**src/rtl/cgate_pkg.sv**
```systemverilog
// Package: shared defaults for the clock-request output gating block.
// Assumes outputs are numbered 0..NUM_OUT-1 and requests 0..NUM_REQ-1.
package cgate_pkg;
    localparam int unsigned CG_NUM_OUT     = 8;
    localparam int unsigned CG_NUM_REQ     = 2;
    localparam int unsigned CG_SHARED_IDX  = 6;
    localparam int unsigned CG_SYNC_STAGES = 2;

    // Strap meaning once captured
    typedef enum logic {
        SHARED_AS_REQ = 1'b0,
        SHARED_AS_CLK = 1'b1
    } shared_mode_e;
endpackage

```
**src/rtl/cgate_req_sync.sv**
```systemverilog
// Module: multi-stage synchroniser for the active-low request pins.
// Assumes pins are asynchronous to clk; resets to the deasserted level (1).
module cgate_req_sync #(
    parameter int unsigned NUM_REQ = 2,
    parameter int unsigned STAGES  = 2
) (
    input  logic               clk,
    input  logic               rst_n,
    input  logic [NUM_REQ-1:0] pin_n,
    output logic [NUM_REQ-1:0] sync_n
);
    logic [NUM_REQ-1:0] stage_q [STAGES];

    generate
        for (genvar s = 0; s < int'(STAGES); s++) begin : g_stage
            // One synchroniser stage; stage 0 samples the pins
            always_ff @(posedge clk) begin
                if (!rst_n) begin
                    stage_q[s] <= '1;
                end else begin
                    if (s == 0) stage_q[s] <= pin_n;
                    else        stage_q[s] <= stage_q[(s == 0) ? 0 : s-1];
                end
            end
        end
    endgenerate

    assign sync_n = stage_q[STAGES-1];
endmodule

```
**src/rtl/cgate_strap_latch.sv**
```systemverilog
// Module: one-shot capture of the shared-pin strap.
// Captures strap on the first edge after reset release; holds until reset.
module cgate_strap_latch
    import cgate_pkg::*;
(
    input  logic         clk,
    input  logic         rst_n,
    input  logic         strap_sel,
    output shared_mode_e mode,
    output logic         valid
);
    // Capture once, then freeze
    always_ff @(posedge clk) begin
        if (!rst_n) begin
            mode  <= SHARED_AS_REQ;
            valid <= 1'b0;
        end else if (!valid) begin
            mode  <= shared_mode_e'(strap_sel);
            valid <= 1'b1;
        end
    end
endmodule

```
**src/rtl/cgate_en_logic.sv**
```systemverilog
// Module: combinational per-output enable decision.
// Assumes requests arrive already synchronised (active low).
module cgate_en_logic
    import cgate_pkg::*;
#(
    parameter int unsigned NUM_OUT    = 8,
    parameter int unsigned NUM_REQ    = 2,
    parameter int unsigned SHARED_IDX = 6,
    localparam int unsigned IDX_W     = $clog2(NUM_OUT)
) (
    input  logic [NUM_OUT-1:0]       reg_en,
    input  logic [NUM_REQ*IDX_W-1:0] map_sel,
    input  logic [NUM_REQ-1:0]       req_sync_n,
    input  shared_mode_e             mode,
    input  logic                     mode_valid,
    input  logic                     pwr_down,
    output logic [NUM_OUT-1:0]       en_next
);
    // blocked[i][r]: request r targets output i and is deasserted
    logic [NUM_REQ-1:0] blocked [NUM_OUT];

    generate
        for (genvar i = 0; i < int'(NUM_OUT); i++) begin : g_out
            for (genvar r = 0; r < int'(NUM_REQ); r++) begin : g_req
                // Decode whether request r holds output i off
                always_comb begin
                    blocked[i][r] = (mode == SHARED_AS_REQ) &&
                                    (map_sel[r*IDX_W +: IDX_W] == IDX_W'(i)) &&
                                    req_sync_n[r];
                end
            end

            // Merge register enable, requests, strap and power-down
            always_comb begin
                en_next[i] = reg_en[i] && !(|blocked[i]) && mode_valid && !pwr_down;
                if (i == int'(SHARED_IDX) && mode == SHARED_AS_REQ) begin
                    en_next[i] = 1'b0;
                end
            end
        end
    endgenerate
endmodule

```
**src/rtl/cgate_out_gate.sv**
```systemverilog
// Module: top of the clock-request output gating block.
// Registers final enables so outputs switch only on clk edges.
module cgate_out_gate
    import cgate_pkg::*;
#(
    parameter int unsigned NUM_OUT     = CG_NUM_OUT,
    parameter int unsigned NUM_REQ     = CG_NUM_REQ,
    parameter int unsigned SHARED_IDX  = CG_SHARED_IDX,
    parameter int unsigned SYNC_STAGES = CG_SYNC_STAGES,
    localparam int unsigned IDX_W      = $clog2(NUM_OUT)
) (
    input  logic                     clk,
    input  logic                     rst_n,
    input  logic [NUM_OUT-1:0]       reg_en,
    input  logic [NUM_REQ*IDX_W-1:0] map_sel,
    input  logic [NUM_REQ-1:0]       req_n,
    input  logic                     strap_sel,
    input  logic                     pwr_down,
    output logic [NUM_OUT-1:0]       out_en,
    output logic [NUM_OUT-1:0]       out_hiz
);
    logic [NUM_REQ-1:0] req_sync_n;
    shared_mode_e       mode;
    logic               mode_valid;
    logic [NUM_OUT-1:0] en_next;
    logic [NUM_OUT-1:0] en_q;

    cgate_req_sync #(.NUM_REQ(NUM_REQ), .STAGES(SYNC_STAGES)) sync_i (
        .clk(clk), .rst_n(rst_n), .pin_n(req_n), .sync_n(req_sync_n)
    );

    cgate_strap_latch strap_i (
        .clk(clk), .rst_n(rst_n), .strap_sel(strap_sel),
        .mode(mode), .valid(mode_valid)
    );

    cgate_en_logic #(
        .NUM_OUT(NUM_OUT), .NUM_REQ(NUM_REQ), .SHARED_IDX(SHARED_IDX)
    ) logic_i (
        .reg_en(reg_en), .map_sel(map_sel), .req_sync_n(req_sync_n),
        .mode(mode), .mode_valid(mode_valid), .pwr_down(pwr_down),
        .en_next(en_next)
    );

    // Output enable register
    always_ff @(posedge clk) begin
        if (!rst_n) en_q <= '0;
        else        en_q <= en_next;
    end

    assign out_en  = en_q;
    assign out_hiz = ~en_q;
endmodule

```
**config.mk**
```make
export PLATFORM = sky130hd
export DESIGN_NAME = cgate_out_gate
export DESIGN_NICKNAME = d
export VERILOG_FILES = /design/src/rtl/cgate_pkg.sv /design/src/rtl/cgate_req_sync.sv /design/src/rtl/cgate_strap_latch.sv /design/src/rtl/cgate_en_logic.sv /design/src/rtl/cgate_out_gate.sv
export SDC_FILE = /design/constraint.sdc
export NUM_CORES = 1
export LEC_CHECK = 0
export BUFFER_PORTS_ARGS = -buffer_cell sky130_fd_sc_hd__buf_2
export CAP_MARGIN = 20
export CORE_UTILIZATION = 32
export CTS_BUF_LIST = sky130_fd_sc_hd__clkbuf_8
export DETAILED_ROUTE_END_ITERATION = 16
export GPL_ROUTABILITY_DRIVEN = 0
export SKIP_CTS_REPAIR_TIMING = 1
export SYNTH_ARGS = -nofsm -noshare
export SYNTH_HDL_FRONTEND = slang
export SYNTH_SLANG_ARGS = --single-unit
```
**constraint.sdc**
```tcl
create_clock -name clk -period 2.7 [get_ports clk]
set_input_delay 0.81 -clock clk [delete_from_list [all_inputs] [get_ports clk]]
set_output_delay 0.81 -clock clk [all_outputs]
set_load 0.1 [all_outputs]
```
==> results of run 1 <==
==> cells by family after synthesis <==
group / count (synthesis)
AO/OA/AOI/OAI: 14
buffers and inverters: 9
flip-flops: 14
multiplexers: 1
AND/OR/NAND/NOR: 18
==> layout make-up <==
cell class                 instances  area, um2  area share (%)
clock buffer                       4      55.05           6.790
inverter                           8      30.03           3.704
tap                               16      20.02           2.469
sequential                        14      280.3           34.57
timing repair buffer              35      175.2           21.60
multi-input combinational         33      250.2           30.86
==> worst max path at each step <==
stage | startpoint | to | slack [ns] | cells after the start
finish | out_en[1] | out_hiz[1] | 0.88 | 2
global route | out_en[1] | out_hiz[1] | 0.84 | 2
CTS | out_en[1] | out_hiz[1] | 0.88 | 2
detailed placement | map_sel[5] | out_en[5] | 1.12 | 4
global placement | map_sel[5] | out_en[5] | 1.14 | 4
floorplan | out_en[0] | out_hiz[0] | 0.28 | 1
==> cells in the mapped netlist <==
cell type | instances | share of area (%)
nor2b_2 | 1 | 1.5
inv_1 | 8 | 5.3
nor2_1 | 2 | 1.3
dfxtp_1 | 14 | 50
and4_1 | 1 | 1.5
a31oi_1 | 1 | 1.1
a32oi_1 | 3 | 4.6
mux2i_1 | 1 | 1.8
nand2b_1 | 4 | 4.4
nor2b_1 | 6 | 6.6
o211a_1 | 7 | 12
and2_1 | 1 | 1.1
and3_1 | 1 | 1.1
nor2_4 | 1 | 2.0
buf_2 | 1 | 0.88
nand2_1 | 1 | 0.66
a22oi_1 | 3 | 4.0
==> registers in the layout, indices dropped and copies added (netlist names) <==
name and cells:
strap_i.mode 1, out_en 8, sync_i.stage_q 4, strap_i.valid 1
==> cells in the final DEF (no fill, tap or decap), drive strengths merged <==
master / n
a22oi: 3
a31oi: 1
a32oi: 3
and2: 1
and3: 1
and4: 1
buf: 35
clkbuf: 4
dfxtp: 14
inv: 8
mux2i: 1
nand2: 1
nand2b: 4
nor2: 3
nor2b: 7
o211a: 7
==> per-stage QoR <==
stage               util [%]  instances  hold WS (ns)
global placement       47.94        106        0.3898
finish                 51.43        110        0.4042
floorplan                  -         56        0.3863
detailed placement     47.94        106        0.3953
CTS                    51.43        110        0.4095
global route           51.43        110        0.4282
==> power by group through the flow <==
stage	sequential, uW	clock [uW]	combinational (uW)
finish	219	199	88.9
CTS	219	205	89.7
detailed placement	223	0	89.6
floorplan	242	0	44.1
global placement	223	0	88.9
global route	220	218	94.3
==> worst max-delay path, delay by kind of cell (launching register included) <==
kind                   cells  cell delay, ns
buffers and inverters      2            0.46
DFF                        1            0.31
==> metal layers <==
metal	wire length, um	vias to the layer above	global-route usage [%]
met5	0	-	0
met2	575	27	22.94
li1	-	271	-
met1	452	220	11.83
met4	0	0	3.636
met3	105	0	7.347
==> metrics.md, run 1 <==
| Metric | Value |
|---|---|
| Routed WL per cell | 10.30 um |
| Vias in the first global route | 433 |
| Hold EP | sync_i.stage_q[1][1] |
| Clk buf depth | 2 |
| Port Buf Inserts | 35 |
| DP Area | 755.7 um2 |
| Nets | 115 |
| # DRC | 2 |
| Achievable clock frequency | 549.8 MHz |
| Fillers | 170 |
| Pins Over Slew Limit | 0 |
| Row count | 14 |
| Layout cells sized above 1 | 43.62% |
| CP startpoint kind | flip-flop |
| # IOs | 36 |
| Root Driver | clkbuf_8 |
| Endpoints failing hold | 0 |
| Final min period | 1.819 ns |
| Worst path max stage delay | 0.41 ns |
| Worst Path Max Fanout | 2 |
| Largest net degree at the start of global routing | 10 |
| Antenna violations before repair | 0 |
| Power Density | 625.3 nW/um2 |
| R2R cell count | 3 |
| GRT Residual Overflow | 0 |
| Clock skew | 0.003574 ns |
| Cell count of the worst hold path | 1 |
| Synth Area in Compound Gates | 22.12% |
| DR pass1 iterations | 11 |
| First-pass GRT wire length | 1731 um |
| Syn Inst Count | 56 |
| Setup violations, final | 0 |
| Core footprint | 1577 um2 |
| Worst hold start | sync_i.stage_q[0][1] |
| Antenna cells | 0 |
| Net Sw Frac | 27.23% |
| HPWL after DPL | 917.6 um |
| Clock sinks | 14 |
| Failing checks | DRC |
| Total power | 507.0 uW |
| Main combinational cell family by area after synthesis | compound AO/OA/AOI/OAI gates |
| Synthesized flop and latch total | 14 |
| RSZ-0062 raised after global routing | false |
| Critical path class | reg -> out |
| VDD IR max | 0.0005317 V |
| Via/cell ratio | 4.709 |
| R2R Setup Slk | 1.70 ns |
| Synth-to-layout area growth | 43.36% |
| Vias post-DR | 518 |
| Die X | 44.04 um |
| CTS tree | done |
| Clk_lat worst skew | 0.24 ns |
| Pleak | 0.0004232 uW |
| Initial Utilization | 35.87% |
| Worst EP arrival | 1.01 ns |
| Netlist cell types | 17 |
| Routed Antenna Nets | 0 |
| Xor/xnor share of the synthesized area | 0% |
| Max_slew headroom | 67.66% |
| Fin area | 810.8 um2 |
| Mapped Area | 565.5 um2 |
| Total GRT Usage | 12.61% |
| Sequential element share of the synthesized area | 49.56% |
| Power Internal | 368.9 uW |
| Crit-path cells | inv_1 -> buf_2 |
| First DRT Iteration DRCs | 5 |
| Worst Setup End Kind | output port |
| R2r startpoint | sync_i.stage_q[1][1] |
| Final Worst Setup Slack | 0.8811 ns |
| Highest-delay cell along the critical path | buf_2 |
| Worst-path clk slew | 0.06 ns |
| CP required | 1.89 ns |
| Number of buffers created by CTS | 3 |
| Status | complete, but fails checks |
| Worst-Margin Slew | 0.4885 ns |
| Die area | 1940 um2 |
| Adder-Cell Fraction of Synth Area | 0% |
| Clock share of power | 39.3% |
| Simple-Gate Fraction of Synth Area | 20.35% |
| Type of the most critical hold path | reg -> reg |
| Sw power | 138.1 uW |
| CTS H-tree lvls | 1 |
| Die Y-Extent | 44.04 um |
| Post-route setup TNS | 0 ns |
| Post-synthesis mux area share | 1.770% |
| Critical R2R Capture | out_en[0] |
| Dpl ws | 1.122 ns |
| YS warnings | 0 |
| Routed wire length | 1133 um |
| Final Cycle Share | 67.37% |
| Power share of the combinational group | 17.5% |
| Max-cap violations | 0 |
| Seq pwr share | 43.2% |
| Synthesized area per cell | 10.10 um2 |
| Syn nets | 76 |
Note: power is estimated with default switching activity, not from simulation.
==> run 2, diff against run 1 <==
- ABC_AREA: unset -> 1
- clock period: 2.7 -> 1.65 ns (I/O delays scaled with it)
==> run 2 against run 1 <==
Effect of this change: the run now ends clean; largest cell class unchanged; die area is 12% higher; utilization rose by 0.79 points; critical endpoint is now out_hiz[7]; clock power grew 38%; highest routed layer is now met4; hold slack got worse by 0.027 ns; worst setup slack got worse by 0.77 ns; wire length up 12%; sequential cell count unchanged; synthesized area up 13%; critical path depth unchanged; sequential share of layout area decreased by 1.6 points.
==> metrics.md, run 2 <==
| Metric | Value |
|---|---|
| Max_slew headroom | 67.73% (was 67.66%) |
| YS warnings | 0 (unchanged) |
| Fillers | 187 (was 170) |
| First DRT Iteration DRCs | 11 (was 5) |
| Most common flop cell mapped by yosys | dfxtp_1 (unchanged) |
| Worst EP arrival | 1.04 ns (was 1.01 ns) |
| Storage element area | 310.3 um2 (was 280.3 um2) |
| Root Driver | clkbuf_8 (unchanged) |
| Synthesized area per cell | 6.704 um2 (was 10.10 um2) |
| Pleak | 0.0005075 uW (was 0.0004232 uW) |
| Achievable clock frequency | 650.6 MHz |
| Number of buffers created by CTS | 3 (unchanged) |
| Die Y-Extent | 46.61 um (was 44.04 um) |
| Vias in the first global route | 560 (was 433) |
| RSZ-0062 raised after global routing | false (unchanged) |
| Post-route setup TNS | 0 ns (unchanged) |
| Setup violations, final | 0 (unchanged) |
| Worst Setup End Kind | output port (unchanged) |
| Most frequent cells in the layout | 35 x buf_2, 26 x nand2_1, 15 x inv_1, 10 x nor2_1 (was 35 x buf_2, 14 x dfxtp_1, 8 x inv_1, 7 x o211a_1, 6 x nor2b_1) |
| Final Cycle Share | 93.15% |
| Initial Utilization | 35.35% (was 35.87%) |
| First-pass GRT wire length | 2007 um (was 1731 um) |
| Endpoints failing hold | 0 (unchanged) |
| Routed Antenna Nets | 0 (unchanged) |
| VDD IR max | 0.0005858 V (was 0.0005317 V) |
| Global Route met2 Usage | 25.00% (was 22.94%) |
| Vias post-DR | 665 (was 518) |
| Clk buf depth | 2 (unchanged) |
| Total GRT Usage | 13.26% (was 12.61%) |
| Clock sinks | 14 (unchanged) |
| Sw power | 238.3 uW (was 138.1 uW) |
| GR peak layer | met2 (unchanged) |
| Largest cells by area after synthesis | dfxtp_1 44%, nand2_1 15%, inv_1 13% (was dfxtp_1 50%, o211a_1 12%, nor2b_1 6.6%) |
| Met3 Resource Use GR | 3.529% (was 7.347%) |
| Post-synth top area share | 44.01% (was 49.56%) |
| CTS tree | done (unchanged) |
| Max-cap violations | 0 (unchanged) |
| Seq pwr share | 44.5% (was 43.2%) |
| Antenna cells | 0 (unchanged) |
| Synth-to-layout area growth | 47.74% (was 43.36%) |
| Status | complete, no violations (was complete, but fails checks) |
| Die X | 46.61 um (was 44.04 um) |
| GRT met1 Usage | 12.88% (was 11.83%) |
| HPWL after DPL | 1053 um (was 917.6 um) |
| Die area | 2172 um2 (was 1940 um2) |
| Post-synth EDFFs | 0 (unchanged) |
| Largest register FFs | 8 (unchanged) |
| Net Sw Frac | 30.31% (was 27.23%) |
| CTS H-tree lvls | 1 (unchanged) |
| Pins Over Slew Limit | 0 (unchanged) |
| Power Internal | 547.9 uW (was 368.9 uW) |
| Dpl cells | 154 (was 106) |
| Largest net degree at the start of global routing | 10 (unchanged) |
| Top-count cell post-synth | nand2_1 (was dfxtp_1) |
| Area leader, netlist | dfxtp_1 (unchanged) |
| Syn Inst Count | 95 (was 56) |
| Mapped Area | 636.9 um2 (was 565.5 um2) |
| DP Area | 895.9 um2 (was 755.7 um2) |
| Multi-input logic area | 262.8 um2 (was 250.2 um2) |
| Commonest non-fill, non-tap cell in the layout | buf_2 (unchanged) |
| Worst-Margin Slew | 0.4874 ns (was 0.4885 ns) |
| # IOs | 36 (unchanged) |
| CP startpoint kind | flip-flop (unchanged) |
| Worst Path Max Fanout | 2 (unchanged) |
| Antenna violations before repair | 0 (unchanged) |
| Layout cells sized above 1 | 45.11% (was 43.62%) |
| Critical path class | reg -> out (unchanged) |
| DR pass1 iterations | 6 (was 11) |
| Syn nets | 115 (was 76) |
| Type of the most critical hold path | in -> reg (was reg -> reg) |
| Fin area | 940.9 um2 (was 810.8 um2) |
| Clock skew | 0.005237 ns (was 0.003574 ns) |
| Clock share of power | 35.0% (was 39.3%) |
| Worst hold slack | 0.3775 ns (was 0.4042 ns) |
| Worst-path clk slew | 0.06 ns (about the same) |
| Sequential element share of the synthesized area | 44.01% (was 49.56%) |
| Routed wire length | 1264 um (was 1133 um) |
| Via/cell ratio | 4.209 (was 4.709) |
| Synthesized flop and latch total | 14 (unchanged) |
| # DRC | 0 (was 2) |
| Clk_lat worst skew | 0.24 ns (about the same) |
| Synth cell count leaders | 26 x nand2_1, 22 x inv_1, 14 x dfxtp_1 (was 14 x dfxtp_1, 8 x inv_1, 7 x o211a_1) |
| CP required | 1.15 ns (was 1.89 ns) |
| Async SR Flop Fraction | 0% (unchanged) |
| Routed WL per cell | 8.000 um (was 10.30 um) |
| Row count | 15 (was 14) |
| GRT Residual Overflow | 0 (unchanged) |
| Nets | 154 (was 115) |
| Port Buf Inserts | 35 (unchanged) |
| Power share of the combinational group | 20.5% (was 17.5%) |
| Netlist cell types | 11 (was 17) |
| Non-Filler Instances | 158 (was 110) |
| Power Density | 835.5 nW/um2 (was 625.3 nW/um2) |
| Final min period | 1.537 ns |
| Core footprint | 1802 um2 (was 1577 um2) |
==> run 2: changes by cell type after synthesis, moves of 4 or more <==
cell      before  now
a21oi_1        0    7
nor2b_1        6    0
nand3_1        0    7
nand2b_1       4    0
o211a_1        7    0
or2_2          0    4
inv_1          8   22
nor2_1         2   10
nand2_1        1   26
==> run 2: metrics by stage <==
step	setup slack (ns)	utilization, %	total power [uW]
4_1_cts	0.1030	52.22	794.9
2_1_floorplan	0.1288	-	475.0
3_5_place_dp	0.3685	49.72	519.1
5_1_grt	0.07655	52.22	822.7
3_3_place_gp	0.3761	49.72	517.2
6_report	0.1130	52.22	786.1
==> run 2: per-layer routing <==
layer	part of all wire [%]	up-vias	routed length (um)
met1	43	282	539
met5	0	-	0
li1	-	358	-
met2	50	23	629
met3	6.7	2	85
met4	0.71	0	9
==> run 2: area by class of cell <==
| cell class | count | area share (%) |
|---|---|---|
| multi-input combinational | 57 | 27.93 |
| sequential | 14 | 32.98 |
| clock buffer | 3 | 4.388 |
| inverter | 23 | 12.37 |
| timing repair buffer | 35 | 18.62 |
| clock inverter | 1 | 0.3989 |
| tap | 25 | 3.324 |
==> run 2: final timing paths <==
path	from	end	slack [ns]	depth (start not counted)
max	out_en[7]	out_hiz[7]	0.11	2
max reg2reg	sync_i.stage_q[1][1]	out_en[1]	0.76	5
min reg2reg	sync_i.stage_q[0][1]	sync_i.stage_q[1][1]	0.41	1
min	rst_n	strap_i.valid	0.38	1
==> run 2: logic make-up (layout without fill, tap and decap cells) <==
group           Yosys count  in the layout  share of synthesized area, %
simple gates             50             50                         35.76
buf+inv                  24             62                         14.73
compound gates            7              7                         5.500
flops                    14             14                         44.01
==> run 2: power groups by stage <==
stage | registers, uW | clock network (uW) | logic, uW
after floorplan | 389 | 0 | 85.7
after global placement | 357 | 0 | 160
after detailed placement | 358 | 0 | 161
after CTS | 350 | 283 | 162
after global routing | 352 | 296 | 175
final | 350 | 275 | 161
==> run 2: critical path, stage by stage (launching register included) <==
cell	delay (ns)
dfxtp_4	0.35
clkinvlp_4	0.05
buf_2	0.41
==> run 3, diff against run 2 <==
- CORE_UTILIZATION: 32 -> 40
- PLACE_DENSITY: unset -> 0.77
==> run 3 against run 2 <==
Effect of this change: global-route usage increased by 2.2 points; critical path depth unchanged; wire length increased by 2.8%; utilization increased by 10 points; final area decreased by 1.2%; non-clock buffer count unchanged; die area decreased by 19%; worst setup slack got worse by 0.018 ns; total power increased by 0.60%; combinational power about the same; final cell count decreased by 5.7%.
==> metrics.md, run 3 (synthesis gave the netlist of run 2 again) <==
| Metric | Value |
|---|---|
| Die Y-Extent | 41.90 um (was 46.61 um) |
| Crit-path cells | clkinvlp_4 -> buf_2 (unchanged) |
| Max-cap violations | 0 (unchanged) |
| Dpl cells | 145 (was 154) |
| Via/cell ratio | 4.577 (was 4.209) |
| Antenna violations before repair | 0 (unchanged) |
| DR pass1 iterations | 4 (was 6) |
| Antenna cells | 0 (unchanged) |
| Layout cells sized above 1 | 45.11% (unchanged) |
| Endpoints failing hold | 0 (unchanged) |
| R2R Setup Slk | 0.79 ns (was 0.76 ns) |
| # DRC | 0 (unchanged) |
| Die area | 1756 um2 (was 2172 um2) |
| Hold EP | strap_i.valid (unchanged) |
| CP required | 1.15 ns (about the same) |
| Pleak | 0.0005075 uW (unchanged) |
| Power Internal | 548.1 uW (was 547.9 uW) |
| Worst hold slack | 0.3799 ns (was 0.3775 ns) |
| Setup violations, final | 0 (unchanged) |
| VDD IR max | 0.0005396 V (was 0.0005858 V) |
| RSZ-0062 raised after global routing | false (unchanged) |
| Clock share of power | 35.3% (was 35.0%) |
| R2R cell count | 5 (unchanged) |
| CTS tree | done (unchanged) |
| Worst path max stage delay | 0.41 ns (about the same) |
| Commonest non-fill, non-tap cell in the layout | buf_2 (unchanged) |
| # IOs | 36 (unchanged) |
| First-pass GRT wire length | 2118 um (was 2007 um) |
| Vias in the first global route | 575 (was 560) |
| Initial Utilization | 42.77% (was 35.35%) |
| GRT Residual Overflow | 0 (unchanged) |
| Largest net degree at the start of global routing | 10 (unchanged) |
| Routed WL per cell | 8.725 um (was 8.000 um) |
| Port Buf Inserts | 35 (unchanged) |
| Buf/Inv on CP | 2 (unchanged) |
| Util after Layout | 62.44% (was 52.22%) |
| Cell count of the worst hold path | 1 (unchanged) |
| Pins Over Slew Limit | 0 (unchanged) |
| Non-Filler Instances | 149 (was 158) |
| Worst-Margin Slew | 0.4864 ns (was 0.4874 ns) |
| Vias post-DR | 682 (was 665) |
| Clk_lat worst skew | 0.24 ns (about the same) |
| Fillers | 136 (was 187) |
| Dpl ws | 0.3608 ns (was 0.3685 ns) |
| Net Sw Frac | 30.70% (was 30.31%) |
| HPWL after DPL | 1050 um (was 1053 um) |
| Multi-input logic area | 262.8 um2 (unchanged) |
| Root Driver | clkbuf_8 (unchanged) |
| Type of the most critical hold path | in -> reg (unchanged) |
| Critical path class | reg -> out (unchanged) |
| Post-route setup TNS | 0 ns (unchanged) |
| Worst EP arrival | 1.06 ns (was 1.04 ns) |
| R2r startpoint | sync_i.stage_q[1][0] (was sync_i.stage_q[1][1]) |
| Critical R2R Capture | out_en[1] (unchanged) |
| Routed Antenna Nets | 0 (unchanged) |
| Sw power | 242.8 uW (was 238.3 uW) |
| Storage element area | 310.3 um2 (unchanged) |
| Clock sinks | 14 (unchanged) |
| Total GRT Usage | 15.44% (was 13.26%) |
| Core footprint | 1489 um2 (was 1802 um2) |
| Most frequent cells in the layout | 35 x buf_2, 26 x nand2_1, 15 x inv_1, 10 x nor2_1 (unchanged) |
| Row count | 14 (was 15) |
| Clk buf depth | 2 (unchanged) |
| Achievable clock frequency | 643.2 MHz (was 650.6 MHz) |
| Power share of the combinational group | 20.4% (was 20.5%) |
| Final min period | 1.555 ns (was 1.537 ns) |
| Worst-path clk slew | 0.06 ns (about the same) |
| Synth-to-layout area growth | 45.97% (was 47.74%) |
| Final Worst Setup Slack | 0.09534 ns (was 0.1130 ns) |
| Worst Path Max Fanout | 2 (unchanged) |
| First DRT Iteration DRCs | 26 (was 11) |
| Die X | 41.90 um (was 46.61 um) |
| Max_slew headroom | 67.80% (was 67.73%) |
| Largest register FFs | 8 (unchanged) |
| Status | complete, no violations (unchanged) |
| Power Density | 850.7 nW/um2 (was 835.5 nW/um2) |
| Crit path max-delay family | buffers and inverters (unchanged) |
| Routed wire length | 1300 um (was 1264 um) |
| Crit path from | out_en[4] (was out_en[7]) |
| Worst hold start | rst_n (unchanged) |
| Clock skew | 0.002632 ns (was 0.005237 ns) |
| Highest-delay cell along the critical path | buf_2 (unchanged) |
| Nets | 154 (unchanged) |
| Final Cycle Share | 94.22% (was 93.15%) |
| Seq pwr share | 44.3% (was 44.5%) |
| CP startpoint kind | flip-flop (unchanged) |
| CTS H-tree lvls | 1 (unchanged) |
| Number of buffers created by CTS | 3 (unchanged) |
| Worst Setup End Kind | output port (unchanged) |
run 3: power groups by stage:
stage               clock network, uW  logic, uW  registers [uW]
floorplan                           0       85.7             389
global placement                    0        158             357
detailed placement                  0        161             358
CTS                               283        162             350
global route                      302        173             352
finish                            279        161             350
run 3: per-layer routing:
| layer | share of wire (%) | GRT usage, % |
|---|---|---|
| met3 | 7.3 | 3.913 |
| met4 | 0 | 3.871 |
| met5 | 0 | 0 |
| met2 | 54 | 30.00 |
| met1 | 39 | 16.12 |
run 3: worst max path at each step:
stage                            end  depth (start not counted)
after global routing      out_hiz[4]                          2
final                     out_hiz[4]                          2
after global placement    out_hiz[2]                          2
after detailed placement  out_hiz[4]                          2
after floorplan           out_hiz[0]                          1
after CTS                 out_hiz[4]                          2
run 3: worst reg2reg max path, stage by stage, from the launching register on:
cell and delay (ns):
dfxtp_1 0.35, inv_1 0.04, nor2_1 0.16, nand2_1 0.08, nand2_1 0.06, a21oi_1 0.05
run 3: layout make-up:
type | count | area share (%)
inverters | 23 | 12.52
repair buffers | 35 | 18.84
clock buffers | 3 | 4.441
flip-flops and latches | 14 | 33.38
multi-input cells | 57 | 28.26
clock inverters | 1 | 0.4038
well taps | 16 | 2.153
run 3: through the flow:
stage	area (um2)	power, uW
after floorplan	696.9	475.0
after global placement	884.6	515.3
after detailed placement	884.6	518.6
after global routing	929.6	826.5
final	929.6	790.9
after CTS	929.6	795.2
